### config.mk
export PLATFORM = sky130hd
export DESIGN_NAME = pulse_coinc_filter
export DESIGN_NICKNAME = d
export VERILOG_FILES = /design/src/rtl/pcf_pkg.sv /design/src/rtl/pcf_sorter2.sv /design/src/rtl/pcf_sorter_net.sv /design/src/rtl/pcf_level_pick.sv /design/src/rtl/pulse_coinc_filter.sv
export SDC_FILE = /design/constraint.sdc
export NUM_CORES = 1
export LEC_CHECK = 0
export ABC_AREA = 1
export ABC_CLOCK_PERIOD_IN_PS = 4800
export BUFFER_PORTS_ARGS = -buffer_cell sky130_fd_sc_hd__buf_2
export CORE_AREA = 3 3 40 42
export DETAILED_ROUTE_END_ITERATION = 10
export DIE_AREA = 0 0 43 45
export GPL_TIMING_DRIVEN = 0
export MAX_ROUTING_LAYER = met4
export PLACE_DENSITY = 0.58
export SYNTH_ARGS = -nofsm -noshare
export SYNTH_HDL_FRONTEND = slang
export SYNTH_SLANG_ARGS = --single-unit
### constraint.sdc
create_clock -name clk -period 4.8 [get_ports clk]
set_input_delay 0.24 -clock clk [delete_from_list [all_inputs] [get_ports clk]]
set_output_delay 0.24 -clock clk [all_outputs]
set_load 0.01 [all_outputs]
### src/rtl/pcf_pkg.sv
// Shared constants and types for the pulse coincidence filter.
// Assumes a fixed cluster of four detectors, matching the sorter network.
package pcf_pkg;
    localparam int CH_N  = 4;        // detectors per cluster
    localparam int LVL_N = CH_N;     // one level line per possible count
    localparam int CNT_W = $clog2(LVL_N + 1);

    typedef logic [CH_N-1:0]  ch_vec_t;
    typedef logic [LVL_N-1:0] lvl_vec_t;

    typedef enum logic {
        OUT_TIMING = 1'b0,
        OUT_COUNT  = 1'b1
    } out_mode_e;
endpackage

### src/rtl/pcf_sorter2.sv
// Two-input sorter cell: the high output is the OR of the inputs and the
// low output is the AND. Purely combinational; no assumptions on inputs.
module pcf_sorter2 (
    input  logic a_i,
    input  logic b_i,
    output logic hi_o,
    output logic lo_o
);
    // Sort the pair so that hi_o >= lo_o.
    always_comb begin
        hi_o = a_i | b_i;
        lo_o = a_i & b_i;
    end
endmodule

### src/rtl/pcf_sorter_net.sv
// Five-cell sorter network turning four pulses into thermometer level lines:
// level_o[k] is high when at least k+1 inputs are high.
// Assumes exactly four inputs (CH_N fixed by the package).
module pcf_sorter_net
    import pcf_pkg::*;
(
    input  ch_vec_t  pulse_i,
    output lvl_vec_t level_o
);
    logic pair0_any, pair0_both, pair1_any, pair1_both;
    logic cross_any, cross_both, both_any, both_all;
    logic mid_two, mid_three;

    // First rank: sort each neighbouring pair.
    pcf_sorter2 u_pair0 (.a_i(pulse_i[0]), .b_i(pulse_i[1]), .hi_o(pair0_any), .lo_o(pair0_both));
    pcf_sorter2 u_pair1 (.a_i(pulse_i[2]), .b_i(pulse_i[3]), .hi_o(pair1_any), .lo_o(pair1_both));
    // Second rank: merge the OR lines and the AND lines separately.
    pcf_sorter2 u_cross (.a_i(pair0_any),  .b_i(pair1_any),  .hi_o(cross_any), .lo_o(cross_both));
    pcf_sorter2 u_both  (.a_i(pair0_both), .b_i(pair1_both), .hi_o(both_any),  .lo_o(both_all));
    // Third rank: resolve the two middle levels.
    pcf_sorter2 u_mid   (.a_i(cross_both), .b_i(both_any),   .hi_o(mid_two),   .lo_o(mid_three));

    // Collect the thermometer levels.
    always_comb begin
        level_o[0] = cross_any;
        level_o[1] = mid_two;
        level_o[2] = mid_three;
        level_o[3] = both_all;
    end
endmodule

### src/rtl/pcf_level_pick.sv
// Applies a one-hot mask to the level lines. A mask with other than exactly
// one bit set yields no hit and raises the illegal indication.
module pcf_level_pick
    import pcf_pkg::*;
#(
    parameter int LVLS = LVL_N
) (
    input  logic [LVLS-1:0] level_i,
    input  logic [LVLS-1:0] mask_i,
    output logic            hit_o,
    output logic            illegal_o
);
    localparam int SUM_W = $clog2(LVLS + 1);

    logic [LVLS-1:0] gated;
    logic [SUM_W-1:0] set_bits;

    genvar g;
    generate
        for (g = 0; g < LVLS; g++) begin : g_gate
            // Pass a level line only where its mask bit is set.
            assign gated[g] = level_i[g] & mask_i[g];
        end
    endgenerate

    // Count set mask bits and form the guarded result.
    always_comb begin
        set_bits = '0;
        for (int k = 0; k < LVLS; k++) begin
            set_bits = set_bits + SUM_W'(mask_i[k]);
        end
        illegal_o = (set_bits != SUM_W'(1));
        hit_o     = (|gated) & ~illegal_o;
    end
endmodule

### src/rtl/pulse_coinc_filter.sv
// Four-channel coincidence filter with counting-strobe merge and output mode
// select. Assumes all pulse inputs are synchronous one-cycle pulses and the
// mask and mode are valid on the same edge as the pulses. All outputs are
// registered (one cycle latency); reset is synchronous and active low.
module pulse_coinc_filter
    import pcf_pkg::*;
(
    input  logic            clk,
    input  logic            rst_n,
    input  logic [CH_N-1:0] tpulse_i,
    input  logic [CH_N-1:0] cpulse_i,
    input  logic [LVL_N-1:0] level_mask_i,
    input  logic            count_mode_i,
    output logic            coinc_o,
    output logic            count_strobe_o,
    output logic            data_o,
    output logic            mask_err_o
);
    lvl_vec_t  levels;
    logic      hit, illegal, strobe_d;
    out_mode_e mode;

    pcf_sorter_net u_net (.pulse_i(tpulse_i), .level_o(levels));

    pcf_level_pick #(.LVLS(LVL_N)) u_pick (
        .level_i  (levels),
        .mask_i   (level_mask_i),
        .hit_o    (hit),
        .illegal_o(illegal)
    );

    // Merge counting pulses and decode the output mode.
    always_comb begin
        strobe_d = |cpulse_i;
        mode     = out_mode_e'(count_mode_i);
    end

    // Register results, mode-selected data and the sticky error flag.
    always_ff @(posedge clk) begin
        if (!rst_n) begin
            coinc_o        <= 1'b0;
            count_strobe_o <= 1'b0;
            data_o         <= 1'b0;
            mask_err_o     <= 1'b0;
        end else begin
            coinc_o        <= hit;
            count_strobe_o <= strobe_d;
            data_o         <= (mode == OUT_COUNT) ? strobe_d : hit;
            mask_err_o     <= mask_err_o | illegal;
        end
    end

    AST_ANY_PASSES:   assert property (@(posedge clk) disable iff (!rst_n)
        (level_mask_i == 4'b0001 && (|tpulse_i)) |=> coinc_o);
    AST_TWO_NEEDED:   assert property (@(posedge clk) disable iff (!rst_n)
        (level_mask_i == 4'b0010 && $countones(tpulse_i) < 2) |=> !coinc_o);
    AST_THREE_NEEDED: assert property (@(posedge clk) disable iff (!rst_n)
        (level_mask_i == 4'b0100 && $countones(tpulse_i) >= 3) |=> coinc_o);
    AST_ALL_NEEDED:   assert property (@(posedge clk) disable iff (!rst_n)
        (level_mask_i == 4'b1000 && !(&tpulse_i)) |=> !coinc_o);
    AST_BAD_MASK_LOW: assert property (@(posedge clk) disable iff (!rst_n)
        ($countones(level_mask_i) != 1) |=> !coinc_o);
    AST_ERR_SET:      assert property (@(posedge clk) disable iff (!rst_n)
        ($countones(level_mask_i) != 1) |=> mask_err_o);
    AST_ERR_STICKY:   assert property (@(posedge clk) disable iff (!rst_n)
        mask_err_o |=> mask_err_o);
    AST_STROBE_OR:    assert property (@(posedge clk) disable iff (!rst_n)
        (|cpulse_i) |=> count_strobe_o);
    AST_MODE_COUNT:   assert property (@(posedge clk) disable iff (!rst_n)
        count_mode_i |=> (data_o == count_strobe_o));
    AST_MODE_TIMING:  assert property (@(posedge clk) disable iff (!rst_n)
        !count_mode_i |=> (data_o == coinc_o));
    AST_NO_SPURIOUS:  assert property (@(posedge clk) disable iff (!rst_n)
        (tpulse_i == '0) |=> !coinc_o);
endmodule

# After elaboration in Yosys (flattened, before gate mapping)

Cells that the tools add are included.

Register bits after elaboration: 4
Bits of input ports: 15
Logic and storage cells: 28

Multiplexer cells: 1
Equal/unequal tests: 1
Bitwise gates (word level): 17
Add/subtract/negate cells: 3
Reductions and logical operators: 2

Operators by type and width:

| operator                                      | number |
|---|---|
| bitwise AND 1 bit                             | 10 |
| OR reduction 4 bit                            | 2 |
| adder 3 x 1 -> 3 bit                          | 2 |
| bitwise OR 1 bit                              | 6 |
| != test 3 x 1 -> 1 bit, second input constant | 1 |
| adder 1 x 1 -> 2 bit                          | 1 |
| two-way mux 1 bit                             | 1 |
| NOT 1 bit                                     | 1 |

# Longest topological paths before layout

Gate-level depths: netlist (run 1).

Word-level depth: 7
Depth in mapped cells: 9
Gate-level depth less buffers: 9

# Hierarchy

From an unflattened synthesis (run 1), not the netlist that was laid out.

Cells, all modules: 64
Area, all modules: 377.9 um2

By module, submodules not included:

| module             | area an instance (um2) | cells each | times used | sequential area each (um2) |
|---|---|---|---|---|
| pulse_coinc_filter | 136.4                  | 17         | 1          | 80.1 |
| pcf_level_pick     | 117.6                  | 18         | 1          | 0.0 |
| pcf_sorter2        | 18.8                   | 5          | 5          | 0.0 |
| pcf_sorter_net     | 30.0                   | 4          | 1          | 0.0 |

# Least setup slack after synthesis (run 1)

OpenSTA, ideal clock, no wires.

Path kind: input to register
Start point: input level_mask_i[0]
End point: register mask_err_o
Stages: 9
Path buffers: 0
Arrival: 1557 ps
Slack: 3130 ps
Setup time: 113 ps
Data required time: 4687 ps
Cells stage by stage: ha_1 -> inv_1 -> fa_1 -> inv_1 -> ha_1 -> nor3_2 -> inv_1 -> o21ai_1 -> inv_1

Cells in the longest elaborated chain, start to end: 5

RTL lines:

| item                              | RTL line                 | source |
|---|---|---|
| start: declaration                | pulse_coinc_filter.sv:12 | `input logic [LVL_N-1:0] level_mask_i,` |
| adder 1 x 1 -> 2 bit              | pcf_level_pick.sv:30     | `set_bits = set_bits + SUM_W'(mask_i[k]);` |
| adder 3 x 1 -> 3 bit (2 in a row) | pcf_level_pick.sv:30     |  |
| != test 3 x 1 -> 1 bit            | pcf_level_pick.sv:32     | `illegal_o = (set_bits != SUM_W'(1));` |
| bitwise OR 1 bit                  | pulse_coinc_filter.sv:49 | `mask_err_o <= mask_err_o \| illegal;` |
| end signal: assignment            | pulse_coinc_filter.sv:49 |  |
| end: declaration                  | pulse_coinc_filter.sv:17 | `output logic mask_err_o` |

No other way between the ends.
A chain may end at the register's enable or synchronous reset.

# Worst setup path after layout (run 1)

Same ends and word-level chain as after synthesis.

==> results_dict.tcl, run 1 <==
set metrics [dict create \
    status "complete, no violations" \
    ys_ff_latch 4 \
    placed_cells 82 \
    cp-start-kind "primary input" \
    avgSynthCellArea_sq_um 6.31 \
    coreArea_sq_um 1280 \
    postRouteAntennaNets 0 \
    hold_class "in2reg" \
    fmax_mhz 623 \
    finalSetupViolations 0 \
    tightest_slew_ns 0.189 \
    synth_area_sq_um 309 \
    ctsResizeCount 0 \
    htree_levels 1 \
    routedWlPerCell_microns 7.07 \
    finalCriticalPeriod_ns 1.61 \
    port_buffers 18 \
    drt-total-wl_microns 601 \
    synthCells 49 \
    max-vdd-ir-drop_mv 0.0505 \
    finClkSkew_ns 0 \
    cpMaxStageDelayCell "fa_1" \
    diodes 0 \
    finalSetupTns_ns 0 \
    synth.yosys.seq_area_share_pct 25.9 \
    worstPathMaxFanout 2 \
    clockBufferDepth 2 \
    cts_tree "done" \
    worstSetupPathType "in2reg" \
    ys_top_cells_by_area "dfxtp_1 (26%), inv_1 (17%), nand2_1 (16%), ha_1 (8.1%), nor2_1 (7.3%)" \
    first_global_vias 299 \
    critPathBufInv 5 \
    dr.pass1.iters 1 \
    syn_to_final_growth_pct 42.5 \
    maxSlewViolCount 0 \
    start_util_pct 24.1 \
    viasPerCell 4.13 \
    fin_util_pct 34.3 \
    synth_top_area_share_pct 25.9 \
    grt_pass1_wl_microns 1070 \
    ys_warn_count 0 \
    clk_pin_slew_ns 0.03 \
    hold_buffers 0 \
    die_area_sq_um 1940 \
    timing.final.crit_share_pct 33.4 \
    cpMostUsedCell "inv_1" \
    clk_latency_ns 0.23 \
    die_h_microns 45 \
    gr-usage-all-layers_pct 7.81 \
    max_stage_delay_ns 0.35 \
    power_density_nw_per_um2 246 \
    post_cts_buffers 0 \
    std_cell_rows 13 \
    clkSinkCount 4 \
    drt_iter0_markers 0 \
    rsz0062_at_grt "false" \
    cp_top_family "adder cells" \
    endpoint_kind "flip-flop" \
    required_ns 4.92 \
    grt_max_degree 4 \
    worstPathArrival_ns 1.73 \
    cap_violations 0 \
    p_leak_nw 0.284 \
    cts_buffers 3 \
    die_x_microns 43 \
    fin_cells 85 \
    syn-num-nets 67 \
    layout-drive-gt1-share_pct 37.1 \
    grt.overflow.total 0 \
    ios 19 \
    yosysTopAreaCell "dfxtp_1" \
    final_net_count 90 \
    antenna_found_initial 0 \
    drc 0 \
    gp_congestion 0.644 \
    num_vias 351 \
    hpwl_microns 547 \
    clock-root-buffer "clkbuf_4" \
    hold_violations 0 \
    crit_chain "buf_2, ha_1, inv_1, fa_1, inv_1, ha_1, nor3_2, inv_1, o21ai_1, inv_1" \
    synth_cell_type_count 15 \
    max_slew_margin_pct 87.3 \
]
==> report_power, final <==
part | internal (W) | switching (W) | leakage [nW]
clock network | 0.0000280 | 0.0000136 | 0.0138
registers | 0.0000364 | 0.000000889 | 0.0334
logic | 0.0000138 | 0.0000159 | 0.237
==> tightest hold or removal path: cells and delay by family <==
| family | cells | cell delay (ns) |
|---|---|---|
| AOI/OAI and AO/OA | 1 | 0.06 |
| buffers and inverters | 2 | 0.14 |
==> cells by family after synthesis <==
group | count (synthesis) | share of synthesized area [%]
AO/OA/AOI/OAI | 3 | 6.07
adder cells (fa/ha/maj) | 3 | 14.6
buffers and inverters | 15 | 18.2
flip-flops | 4 | 25.9
AND/OR/NAND/NOR | 24 | 35.2
==> worst paths after layout <==
path         slack [ns]             from  cells past startpoint    endpoint
max reg2reg        4.23       mask_err_o                      2  mask_err_o
min                0.24            rst_n                      3  mask_err_o
max                3.19  level_mask_i[0]                     10  mask_err_o
min reg2reg        0.46       mask_err_o                      2  mask_err_o
==> placed cells by master, fill, tap and decap left out, drive strengths merged <==
cell	count
dfxtp	4
nor2	6
buf	18
nand3	2
nand2	14
fa	1
nor3	1
o21ai	1
inv	15
ha	2
nand4	1
clkbuf	3
a21oi	2
==> flip-flops by register name, summed over array words and instances (netlist names) <==
name	flops
coinc_o	1
count_strobe_o	1
data_o	1
mask_err_o	1
==> layer usage <==
layer	global-route usage [%]	vias up	wire (microns)
met5	-	-	0
met4	7.23	0	19
met3	1.59	3	57
met2	12.6	16	272
met1	7.97	146	250
li1	-	186	-
==> through the flow <==
step / setup slack (ns) / total power (W) / area, sq um / hold slack [ns]
final: 3.19 / 0.000109 / 440 / 0.236
after global routing: 3.06 / 0.000118 / 440 / 0.264
after CTS: 3.18 / 0.000111 / 440 / 0.237
after detailed placement: 2.93 / 0.0000682 / 418 / 0.446
after global placement: 2.96 / 0.0000674 / 418 / 0.441
after floorplan: 3.13 / 0.0000560 / 309 / 0.344
==> cell type report <==
class                   count  area [sq um]
clock buffers               3          22.5
inverters                  15          56.3
repair buffers             18          90.1
well taps                  15          18.8
multi-input cells          30           173
fillers                   151           845
flip-flops and latches      4          80.1
==> Yosys cell counts <==
| library cell | n |
|---|---|
| nor3_2 | 1 |
| ha_1 | 2 |
| a21oi_1 | 1 |
| inv_1 | 14 |
| nand2_2 | 1 |
| nand3_1 | 1 |
| o21ai_1 | 1 |
| nand4_1 | 1 |
| nand3_2 | 1 |
| nand2_1 | 13 |
| nor2_1 | 6 |
| a21oi_2 | 1 |
| dfxtp_1 | 4 |
| fa_1 | 1 |
| inv_2 | 1 |
Note: power is estimated with default switching activity, not from simulation.
==> inputs of run 2 (changes only) <==
--- a/config.mk
+++ b/config.mk
@@ -5,15 +5,15 @@
 export SDC_FILE = /design/constraint.sdc
 export NUM_CORES = 1
 export LEC_CHECK = 0
-export ABC_AREA = 1
-export ABC_CLOCK_PERIOD_IN_PS = 4800
+export ABC_AREA = 0
+export ABC_CLOCK_PERIOD_IN_PS = 1300
 export BUFFER_PORTS_ARGS = -buffer_cell sky130_fd_sc_hd__buf_2
 export CORE_AREA = 3 3 40 42
 export DETAILED_ROUTE_END_ITERATION = 10
 export DIE_AREA = 0 0 43 45
 export GPL_TIMING_DRIVEN = 0
 export MAX_ROUTING_LAYER = met4
-export PLACE_DENSITY = 0.58
+export PLACE_DENSITY = 0.55
 export SYNTH_ARGS = -nofsm -noshare
 export SYNTH_HDL_FRONTEND = slang
 export SYNTH_SLANG_ARGS = --single-unit
==> constraint.sdc (replaced) <==
create_clock -name clk -period 1.3 [get_ports clk]
set_input_delay 0.065 -clock clk [delete_from_list [all_inputs] [get_ports clk]]
set_output_delay 0.065 -clock clk [all_outputs]
set_load 0.01 [all_outputs]
==> results_dict.tcl, run 2 <==
set metrics [dict create \
    max_slew_margin_pct 79.5 \
    first_global_vias 276 \
    max-vdd-ir-drop_mv 0.212 \
    endpoint_kind "flip-flop" \
    worstSetupPathType "in2reg" \
    netSwitchingPower_w 0.000116 \
    finalSetupViolations 1 \
    cts_tree "done" \
    grt_pass1_wl_microns 1070 \
    gp_congestion 0.733 \
    num_vias 317 \
    port_buffers 18 \
    die_area_sq_um 1940 \
    tightest_slew_ns 0.308 \
    fmax_mhz 733 \
    swShare_pct 26.6 \
    placed_cells 61 \
    combPwrFrac_pct 34.9 \
    p_clk_share_pct 33.5 \
    status "finished, violations left" \
    pre_cts_ws_ns -0.394 \
    synth_top_family_by_area "compound AO/OA/AOI/OAI gates" \
    synthCells 28 \
    ys_ff_latch 4 \
    diodes 0 \
    final.setup.worst_slack_ns -0.0646 \
    synth.yosys.seq_area_share_pct 30.8 \
    clockBufferDepth 2 \
    clk_pin_slew_ns 0.04 \
    final_net_count 72 \
    clk_latency_ns 0.23 \
    hold_class "in2reg" \
    fin_cells 67 \
    finClkSkew_ns 0 \
    synth_top_area_share_pct 30.8 \
    finalSetupTns_ns -0.0646 \
    dr.pass1.iters 4 \
    async_reset_ff_share_pct 0 \
    viasPerCell 4.73 \
    clkSinkCount 4 \
    die_x_microns 43 \
    cap_violations 0 \
    rsz0062_at_grt "true" \
    synth-simple-area-share_pct 10.1 \
    cp-start-kind "primary input" \
    maxSlewViolCount 0 \
    ys_warn_count 0 \
    drt_iter0_markers 3 \
    synth_common_cells "dfxtp_1 (4), inv_1 (4), nand2_1 (3)" \
    power_density_nw_per_um2 893 \
    synthFlopType "dfxtp_1" \
    place_area_sq_um 384 \
    postRouteAntennaNets 0 \
    worstPathMaxFanout 2 \
    worstPathArrival_ns 1.51 \
    finalCriticalPeriod_ns 1.36 \
    drc 0 \
    avgSynthCellArea_sq_um 9.29 \
    layout_common_cells "buf_2 (16), dfxtp_1 (4), clkbuf_4 (3)" \
    p_total_w 0.000435 \
    start_util_pct 20.3 \
    routedWlPerCell_microns 10.1 \
    std_cell_rows 13 \
    synth_area_sq_um 260 \
    antenna_found_initial 0 \
    violations "setup timing" \
    synthAdderAreaFrac_pct 17.3 \
    hold_violations 0 \
    clock-root-buffer "clkbuf_4" \
    power_frac_seq_pct 31.6 \
    required_ns 1.44 \
    yosysTopAreaCell "dfxtp_1" \
    ys_top_cells_by_area "dfxtp_1 (31%), ha_1 (9.6%), o41a_1 (8.7%), fa_1 (7.7%), o2111ai_1 (6.7%)" \
    syn-num-nets 46 \
    ios 19 \
    drt-total-wl_microns 677 \
    grt.overflow.total 0 \
    p_leak_nw 0.222 \
    hpwl_microns 540 \
    stdcell_area_sq_um 487 \
    timing.final.crit_share_pct 105 \
    intPower_w 0.000319 \
    coreArea_sq_um 1280 \
    htree_levels 1 \
    synthXorXnorAreaFrac_pct 0 \
    die_h_microns 45 \
    synth_cell_type_count 15 \
    synth_edf_count 0 \
    cts_buffers 3 \
    synth-compound-area-share_pct 36.1 \
    gr-usage-all-layers_pct 7.81 \
    grt_max_degree 7 \
    synthMuxAreaShare_pct 0 \
    syn_to_final_growth_pct 87.0 \
    final_common_cell "buf_2" \
    hold_buffers 0 \
    layout-drive-gt1-share_pct 67.3 \
]
run 2: changes by cell type in the layout (fill, tap and decap cells not counted), sizes merged, moves of 2 or more:
| cell | previous run | this run |
|---|---|---|
| inv | 15 | 4 |
| nand2 | 14 | 3 |
| nor2 | 6 | 1 |
| buf | 18 | 21 |
| nand3 | 2 | 0 |
| o2111ai | 0 | 2 |
| o41a | 0 | 2 |
run 2: worst max-delay path: stages:
cell	delay (ns)
buf_8	0.10
ha_4	0.25
inv_2	0.03
fa_2	0.32
inv_2	0.07
ha_4	0.20
nor3_4	0.16
nand2_2	0.08
o31ai_2	0.21
run 2: cell families after synthesis:
family,count (synthesis)
AOI/OAI and AO/OA,11
adders and majority gates,3
buffers and inverters,4
DFF,4
and+or+nand+nor,6
run 2: power groups by stage:
stage               clock, W  combinational [W]  sequential, W
floorplan                  0          0.0000482       0.000145
global placement           0           0.000104       0.000139
detailed placement         0           0.000104       0.000139
CTS                 0.000152           0.000129       0.000137
global route        0.000161           0.000167       0.000138
finish              0.000146           0.000152       0.000137
run 2: path summary, 6_finish.rpt:
kind | start | endpoint | slack (ns) | cells after the start
max | level_mask_i[0] | data_o | -0.06 | 9
min | count_mode_i | data_o | 0.05 | 2
max reg2reg | mask_err_o | mask_err_o | 0.53 | 1
min reg2reg | mask_err_o | mask_err_o | 0.48 | 1
run 2: final cells by class:
type,count,area (sq um)
clock buffer,3,22.5
fill,130,798
inverter,4,15.0
multi-input combinational,20,214
sequential,4,80.1
tap,15,18.8
timing repair buffer,21,136
run 2: stage by stage:
step | hold WS [ns] | util [%]
2_1_floorplan | 0.168 | -
3_5_place_dp | 0.289 | 29.9
6_report | 0.0537 | 37.9
3_3_place_gp | 0.279 | 29.9
4_1_cts | 0.0501 | 35.4
5_1_grt | 0.0543 | 37.9
run 2: repair_timing:
item | in CTS | in global routing
setup buffers | 2 | 1
setup endpoints to repair | 2 | 2
resized for setup | 8 | 6
endpoints found under the hold margin | 0 | 0
pin swaps | 6 | 3
run 2: per-layer routing:
layer	track usage [%]	up-vias	share of wire, %
li1	-	159	-
met1	10.4	140	48
met2	9.88	18	42
met3	1.20	0	9.9
met4	7.23	0	0
met5	-	-	0
